**config.mk**
```make
export PLATFORM = sky130hd
export DESIGN_NAME = host_handshake_ctrl
export DESIGN_NICKNAME = d
export VERILOG_FILES = /design/src/rtl/hhs_pkg.sv /design/src/rtl/hhs_txn_capture.sv /design/src/rtl/hhs_word_cnt.sv /design/src/rtl/hhs_irq_ctrl.sv /design/src/rtl/host_handshake_ctrl.sv
export SDC_FILE = /design/constraint.sdc
export NUM_CORES = 1
export LEC_CHECK = 0
export BUFFER_PORTS_ARGS = -buffer_cell sky130_fd_sc_hd__clkbuf_2
export CAP_MARGIN = 10
export CORE_AREA = 2 2 39 41
export DETAILED_ROUTE_END_ITERATION = 10
export DIE_AREA = 0 0 41 43
export GPL_TIMING_DRIVEN = 0
export PLACE_DENSITY = 0.6
export SYNTH_ARGS = -nofsm -noshare
export SYNTH_HDL_FRONTEND = slang
export SYNTH_SLANG_ARGS = --single-unit
```
**constraint.sdc**
```tcl
create_clock -name clk_i -period 1.7 [get_ports clk_i]
set_clock_uncertainty 0.2 [all_clocks]
set_input_delay 0.425 -clock clk_i [delete_from_list [all_inputs] [get_ports clk_i]]
set_output_delay 0.425 -clock clk_i [all_outputs]
set_load 0.005 [all_outputs]
```
**src/rtl/hhs_pkg.sv**
```systemverilog
package hhs_pkg;
  typedef struct packed {
    logic wr;
    logic cmd;
    logic stat;
  } txn_t;
endpackage

```
**src/rtl/hhs_txn_capture.sv**
```systemverilog
module hhs_txn_capture
  import hhs_pkg::*;
(
  input  logic clk_i,
  input  logic rst_ni,
  input  logic sel_i,
  input  txn_t txn_i,
  output txn_t txn_o,
  output logic start_o,
  output logic done_o
);
  logic act_q, done_q;
  txn_t txn_q;

  assign start_o = sel_i & ~act_q;

  always_ff @(posedge clk_i or negedge rst_ni) begin
    if (!rst_ni) begin
      act_q  <= 1'b0;
      done_q <= 1'b0;
      txn_q  <= '0;
    end else begin
      act_q  <= sel_i;
      done_q <= act_q & ~sel_i;
      if (start_o) txn_q <= txn_i;
    end
  end

  assign txn_o  = txn_q;
  assign done_o = done_q;


  done_pulse_chk: assert property (@(posedge clk_i) disable iff (!rst_ni)
    done_q |-> $past(sel_i, 2) && !$past(sel_i));

  txn_latch_chk: assert property (@(posedge clk_i) disable iff (!rst_ni)
    start_o |=> txn_q == $past(txn_i));
endmodule

```
**src/rtl/hhs_word_cnt.sv**
```systemverilog
module hhs_word_cnt #(
  parameter int CNT_W = 2
) (
  input  logic             clk_i,
  input  logic             rst_ni,
  input  logic             ld_i,
  input  logic [CNT_W-1:0] ld_val_i,
  input  logic             dec_i,
  output logic [CNT_W-1:0] cnt_o
);
  localparam logic [CNT_W-1:0] ONE = CNT_W'(1);
  logic [CNT_W-1:0] cnt_q;

  always_ff @(posedge clk_i or negedge rst_ni) begin
    if (!rst_ni)                   cnt_q <= '0;
    else if (ld_i)                 cnt_q <= ld_val_i;
    else if (dec_i && cnt_q != '0) cnt_q <= cnt_q - ONE;
  end

  assign cnt_o = cnt_q;


  cnt_load_chk: assert property (@(posedge clk_i) disable iff (!rst_ni)
    ld_i |=> cnt_q == $past(ld_val_i));

  cnt_dec_chk: assert property (@(posedge clk_i) disable iff (!rst_ni)
    dec_i && !ld_i && cnt_q != '0 |=> cnt_q == $past(cnt_q) - ONE);
endmodule

```
**src/rtl/hhs_irq_ctrl.sv**
```systemverilog
module hhs_irq_ctrl
  import hhs_pkg::*;
#(
  parameter int CNT_W = 2
) (
  input  logic             clk_i,
  input  logic             rst_ni,
  input  logic             start_hold_i,
  input  logic             done_i,
  input  txn_t             txn_i,
  input  logic [CNT_W-1:0] cnt_i,
  input  logic             irq_en_i,
  input  logic             ack_i,
  output logic             irq_o,
  output logic             pend_o,
  output logic             rdy_o,
  output logic             dec_o
);
  localparam logic [CNT_W-1:0] ONE = CNT_W'(1);
  logic irq_q, pend_q, rdy_q;
  logic last_word, fire;

  // write completes on count 1 or 0, read only on 0
  assign last_word = txn_i.wr ? (cnt_i <= ONE) : (cnt_i == '0);
  assign fire      = done_i & irq_en_i & ~txn_i.stat & (txn_i.cmd | last_word);
  assign dec_o     = done_i & ~txn_i.stat & ~txn_i.cmd;

  always_ff @(posedge clk_i or negedge rst_ni) begin
    if (!rst_ni) begin
      irq_q  <= 1'b0;
      pend_q <= 1'b0;
      rdy_q  <= 1'b1;
    end else if (ack_i) begin
      irq_q  <= 1'b0;
      pend_q <= 1'b0;
      rdy_q  <= 1'b1;
    end else begin
      if (start_hold_i) rdy_q <= 1'b0;
      if (done_i && !txn_i.stat) begin
        if (txn_i.cmd && txn_i.wr) pend_q <= 1'b1;
        if (fire)                  irq_q  <= 1'b1;
        else if (!txn_i.cmd)       rdy_q  <= 1'b1;
      end
    end
  end

  assign irq_o  = irq_q;
  assign pend_o = pend_q;
  assign rdy_o  = rdy_q;


  ack_clear_chk: assert property (@(posedge clk_i) disable iff (!rst_ni)
    ack_i |=> !irq_q && !pend_q && rdy_q);

  no_irq_masked_chk: assert property (@(posedge clk_i) disable iff (!rst_ni)
    done_i && !ack_i && !irq_q && (!irq_en_i || txn_i.stat) |=> !irq_q);

  irq_source_chk: assert property (@(posedge clk_i) disable iff (!rst_ni)
    $rose(irq_q) |-> $past(done_i) && $past(irq_en_i));

  irq_holds_rdy_chk: assert property (@(posedge clk_i) disable iff (!rst_ni)
    irq_q && !ack_i |=> !rdy_q);
endmodule

```
**src/rtl/host_handshake_ctrl.sv**
```systemverilog
module host_handshake_ctrl
  import hhs_pkg::*;
#(
  parameter int CNT_W = 2
) (
  input  logic             clk_i,
  input  logic             rst_ni,
  input  logic             host_sel_i,
  input  logic             host_wr_i,
  input  logic             host_cmd_i,
  input  logic             host_stat_i,
  input  logic             irq_en_i,
  input  logic             cp_wr_i,
  input  logic             cp_cnt_ld_i,
  input  logic [CNT_W-1:0] cp_cnt_i,
  output logic             host_rdy_o,
  output logic             cp_irq_o,
  output logic             cmd_pend_o,
  output logic             xfer_done_o,
  output logic [CNT_W-1:0] words_left_o,
  output logic             txn_wr_o,
  output logic             txn_cmd_o,
  output logic             txn_stat_o
);
  txn_t             txn_in, txn_q;
  logic             start, done, rdy_q, dec;
  logic [CNT_W-1:0] cnt;

  assign txn_in = '{wr: host_wr_i, cmd: host_cmd_i, stat: host_stat_i};

  hhs_txn_capture u_cap (
    .clk_i   (clk_i),
    .rst_ni  (rst_ni),
    .sel_i   (host_sel_i),
    .txn_i   (txn_in),
    .txn_o   (txn_q),
    .start_o (start),
    .done_o  (done)
  );

  hhs_word_cnt #(.CNT_W(CNT_W)) u_cnt (
    .clk_i    (clk_i),
    .rst_ni   (rst_ni),
    .ld_i     (cp_cnt_ld_i),
    .ld_val_i (cp_cnt_i),
    .dec_i    (dec),
    .cnt_o    (cnt)
  );

  hhs_irq_ctrl #(.CNT_W(CNT_W)) u_irq (
    .clk_i        (clk_i),
    .rst_ni       (rst_ni),
    .start_hold_i (start & ~host_stat_i),
    .done_i       (done),
    .txn_i        (txn_q),
    .cnt_i        (cnt),
    .irq_en_i     (irq_en_i),
    .ack_i        (cp_wr_i),
    .irq_o        (cp_irq_o),
    .pend_o       (cmd_pend_o),
    .rdy_o        (rdy_q),
    .dec_o        (dec)
  );

  // hold ready low from the first cycle of a non-status access
  assign host_rdy_o   = rdy_q & ~(host_sel_i & ~host_stat_i);
  assign xfer_done_o  = done;
  assign words_left_o = cnt;
  assign txn_wr_o     = txn_q.wr;
  assign txn_cmd_o    = txn_q.cmd;
  assign txn_stat_o   = txn_q.stat;


  stat_keeps_rdy_chk: assert property (@(posedge clk_i) disable iff (!rst_ni)
    host_sel_i && host_stat_i && !cp_wr_i && !done |=> rdy_q == $past(rdy_q));
endmodule

```
# Word level (Yosys, flattened, before mapping)
# Index checks and enable logic that the tools add are counted.
# W data, S select, Z words.
# totals
regBits	10
input_bits	11
out_inout_bits	9
elab_cells	54
# classes
n_addsub	1
order_cmp	1
mux	14
bitwise_logic	17
n_reduce_logical	12
# ops
operator	n
$mux W1	12
$and A1 B1 Y1	10
$reduce_bool A2 Y1	5
$not A1 Y1	6
$mux W2	2
$reduce_and A2 Y1	2
$logic_and A1 B1 Y1	3
$le A2 B1 Y1 const B	1
$logic_not A2 Y1	1
$sub A2 B1 Y2 const B	1
$logic_not A1 Y1	1
$or A1 B1 Y1	1

# Logic depth before layout (Yosys ltp)
# logic_depth
word_depth	8
mapped_depth	5
depth_no_buf	5

# Cells and area by module
# Synthesis repeated with hierarchy kept, for this count alone.
# unflattened
cells_unflattened	41
area_unflattened_um2	501.7
# by_module_without_submodules
mod	instances	cells_per_inst	area_per_inst_um2	seq_area_each_um2
hhs_txn_capture	1	10	192.7	125.1
hhs_irq_ctrl	1	15	160.2	76.3
hhs_word_cnt	1	13	131.4	50.0
host_handshake_ctrl	1	3	17.5	0.0

# Worst setup path before layout
# No wires, ideal clock.
# synth_path
path_type	reg-to-reg
startpoint	reg u_cnt.cnt_q[0], in the netlist u_cnt.cnt_o[0]
endpoint	reg u_cnt.cnt_q[0], in the netlist u_cnt.cnt_o[0]
setup_time_ps	121
arrival_ps	1202
required_ps	1379
path_slack_ps	178
stages_incl_launch_ff	6
path_buffers	0
period_less_slack_ps	1522
cell_sequence	dfrtp_1 -> inv_1 -> ha_1 -> nor4b_4 -> xnor2_1 -> o21ai_1
# synth_between
elab_chain_len	3
elab_cells_between_ends	6
cone_classes	1 x add/sub; 2 x mux; 3 x reduce/logical
# synth_lines
item	line_no	rtl
start, declared	hhs_word_cnt.sv:12	logic [CNT_W-1:0] cnt_q;
start signal, assigned	hhs_word_cnt.sv:16	else if (ld_i) cnt_q <= ld_val_i;
start signal, assigned	hhs_word_cnt.sv:17	else if (dec_i && cnt_q != '0) cnt_q <= cnt_q - ONE;
$sub A2 B1 Y2 or $reduce_bool A2 Y1 (tied branches)	hhs_word_cnt.sv:17	
$mux W2 or $logic_and A1 B1 Y1 (tied branches)	hhs_word_cnt.sv:17	
$mux W2 or $reduce_bool A2 Y1 (tied branches)	--	
# Parallel ways exist; a longest one is shown, timed or not. The select of a mux whose other input is x is not followed.
# A chain may end at the register's enable or synchronous reset.

# Worst setup path in the final report
# layout_path
startpoint	reg u_irq.rdy_q, in the netlist u_irq.rdy_o
endpoint	out host_rdy_o
# layout_between
elab_chain_len	1
# layout_lines
item	line_no	rtl
start, declared	hhs_irq_ctrl.sv:20	logic irq_q, pend_q, rdy_q;
start signal, assigned	hhs_irq_ctrl.sv:32	rdy_q <= 1'b1;
start signal, assigned	hhs_irq_ctrl.sv:36	rdy_q <= 1'b1;
start signal, assigned	hhs_irq_ctrl.sv:38	if (start_hold_i) rdy_q <= 1'b0;
$and A1 B1 Y1	host_handshake_ctrl.sv:66	assign host_rdy_o = rdy_q & ~(host_sel_i & ~host_stat_i);
end, declared	host_handshake_ctrl.sv:16	output logic host_rdy_o,
# No other way between the ends.

==> qor.txt <==
Slew @ Worst Pin -> 273.5 ps
Xor-xnor portion of the synthesized cell area -> 1.823%
Flop2flop setup slack -> 220 ps
Layout cells sized above 1 -> 46.15%
Fill count -> 135
Router iterations before antenna repair -> 2
Number of global-route vias before repair -> 353
CP Launch Type -> register
Min Tclk post-route -> 1663 ps
Worst-case clock buffer depth -> 2
GRT Residual Overflow -> 0
Die footprint -> 1763 um2
Die W -> 41 um
Final WS setup -> 37.10 ps
Crit path kind -> reg -> out
Via/cell ratio -> 4.815
Antenna Cells -> 0
Reg clk slew, reported paths -> 70 ps
Endpoints failing hold -> 0
Setup_tns -> 0 ps
First-pass GRT wire length -> 1449 um
Synthesis-to-layout area growth -> 32.81%
CTS root buf -> clkbuf_4
# nets final -> 79
Synth Area in Simple Gates -> 17.71%
Commonest cells after routing, fill and taps aside -> clkbuf_2, dfrtp_1, nand2_1
Yosys warning count -> 0
Initial Util -> 34.72%
Synth Area per Inst -> 11.72 um2
Cell area after synthesis -> 480.5 um2
Final Slew Violations -> 0
Row Count -> 14
Worst min path class -> in -> reg
Synth Area in Adders -> 5.208%
CTS sink cnt -> 10
CTS tree -> done
Buf+Inv Stages, Crit Path -> 1
Leakage -> 0.3054 nW
Crit path cell chain -> a21boi_2 -> buf_2
Max VDD drop -> 0.0003744 V
Combined area of the multi-input logic cells -> 224.0 um2
Max-cap viol count -> 0
Proportion of synthesized area in mux cells -> 7.031%
HPWL Detailed -> 690.6 um
Largest family of logic cells by synthesized area -> simple AND/OR/NAND/NOR gates
Crit. End Element -> output pin
H-tree levels -> 1
Final Wtd Congestion -> 0.7325
Slowest Stage Delay on Critical Path -> 530 ps
Period utilization -> 97.82%
Die H -> 43 um
Syn_nets -> 54
Flip-flop and latch area -> 251.5 um2
Wire length per cell -> 11.07 um
RSZ-0062 raised after global routing -> yes
Clock latency on the worst-skew pair -> 260 ps
CORE AREA -> 1384 um2
Setup Viol. Count Final -> 0
CP max FO -> 2
Most common cell after layout, fill and taps aside -> clkbuf_2
Pre-CTS setup slack -> 99.06 ps
Critical Path AT -> 1040 ps
Mapped Cells -> 41
Sequential-to-total area share from yosys stat -> 52.34%
Routed Wire Length -> 897 um
Critical path's top delay family -> flip-flops
Status -> complete, no violations
Worst Path Required -> 1070 ps
Pwr per Cell Area -> 889.1 nW/um2
Area fraction in compound gates after synthesis -> 13.54%
Yosys reg bits -> 10
Vias -> 390
DRC Markers -> 0
Post-route ant nets -> 0
Slowest CP cell -> dfstp_2
Initial antenna violation count -> 0
Pin count of the biggest net entering global routing -> 11
I/O Pins -> 20
Netlist cell types -> 21
Normalized max-slew margin -> 81.69%
Initial DRC Count -> 1
GRT Util Overall -> 13.30%
Max Freq -> 601.4 MHz
Cts bufs inserted -> 3
Port Buffers -> 19
-- cell type report --
cell class | instances | area share, %
timing repair buffer | 20 | 16.47
clock buffer | 4 | 4.118
multi-input combinational | 28 | 35.10
inverter | 3 | 1.765
tap | 16 | 3.137
sequential | 10 | 39.41
-- cells by family (layout without fill, tap and decap cells) --
logic type      Yosys count  after routing
compound gates            9              9
xor+xnor                  1              1
fa+ha+maj                 2              2
buf+inv                   3             27
flops                    10             10
mux                       3              3
simple gates             13             13
-- routing by layer --
layer	part of all wire, %	wire length, um	global-route usage [%]	up-vias
met3	6.4	57	3.141	4
met2	47	426	18.75	13
li1	-	-	-	194
met1	42	381	14.67	179
met4	3.5	31	14.00	0
met5	0	0	0	-
-- registers in the layout, summed over array words and instances (netlist names) --
| signal | cells |
|---|---|
| u_irq.rdy_o | 1 |
| u_irq.pend_o | 1 |
| u_cap.act_q | 1 |
| u_cap.txn_o | 3 |
| u_cap.done_o | 1 |
| u_cnt.cnt_o | 2 |
| u_irq.irq_o | 1 |
-- Yosys cell counts --
master,number,area share [%]
a211oi_1,1,1.6
a21boi_0,1,1.6
a21oi_1,1,1.0
a221o_1,1,2.1
a31oi_1,1,1.3
and2b_2,1,1.8
dfrtp_1,9,47
dfstp_2,1,5.5
ha_1,2,5.2
inv_1,3,2.3
mux2_2,3,7.0
nand2_1,4,3.1
nand3b_1,1,1.6
nor2_1,3,2.3
nor2b_1,3,3.9
nor4b_4,1,4.9
o21ai_1,1,1.0
o221ai_1,1,1.8
o22ai_1,1,1.3
o311ai_0,1,1.8
xnor2_1,1,1.8
-- timing repair --
action	4_1_cts	5_1_grt
cloned	0	0
endpoints found under the setup margin	1	2
endpoints found under the hold margin	9	0
buffers inserted	0	0
resized for setup	1	3
pin swaps	0	2
hold buffers	1	0
-- worst paths after layout --
| check | startpoint | to | cells after the start |
|---|---|---|---|
| max | u_irq.rdy_o | host_rdy_o | 2 |
| min | host_sel_i | u_cap.act_q | 1 |
| max reg2reg | u_cnt.cnt_o[0] | u_cnt.cnt_o[0] | 5 |
| min reg2reg | u_irq.pend_o | u_irq.pend_o | 2 |
| max in group asynchronous | rst_ni | u_irq.rdy_o | 2 |
| min in group asynchronous | rst_ni | u_cap.txn_o[0] | 2 |
-- stage by stage --
step	utilization [%]	hold WS, ps	cell area [um2]	power (W)	cells
finish	46.11	133.2	638.1	0.0005673	81
global route	46.11	132.2	638.1	0.0006068	81
CTS	45.66	115.2	631.9	0.0005725	81
detailed placement	43.04	103.9	595.6	0.0003970	76
global placement	43.04	102.4	595.6	0.0003948	76
floorplan	-	-70.59	480.5	0.0003457	41
-- report_power, final --
part / internal (W) / switching, W
clock: 0.0000907 / 0.0000811
sequential: 0.000260 / 0.0000276
combinational: 0.0000601 / 0.0000473
(Power assumes the default switching activity.)
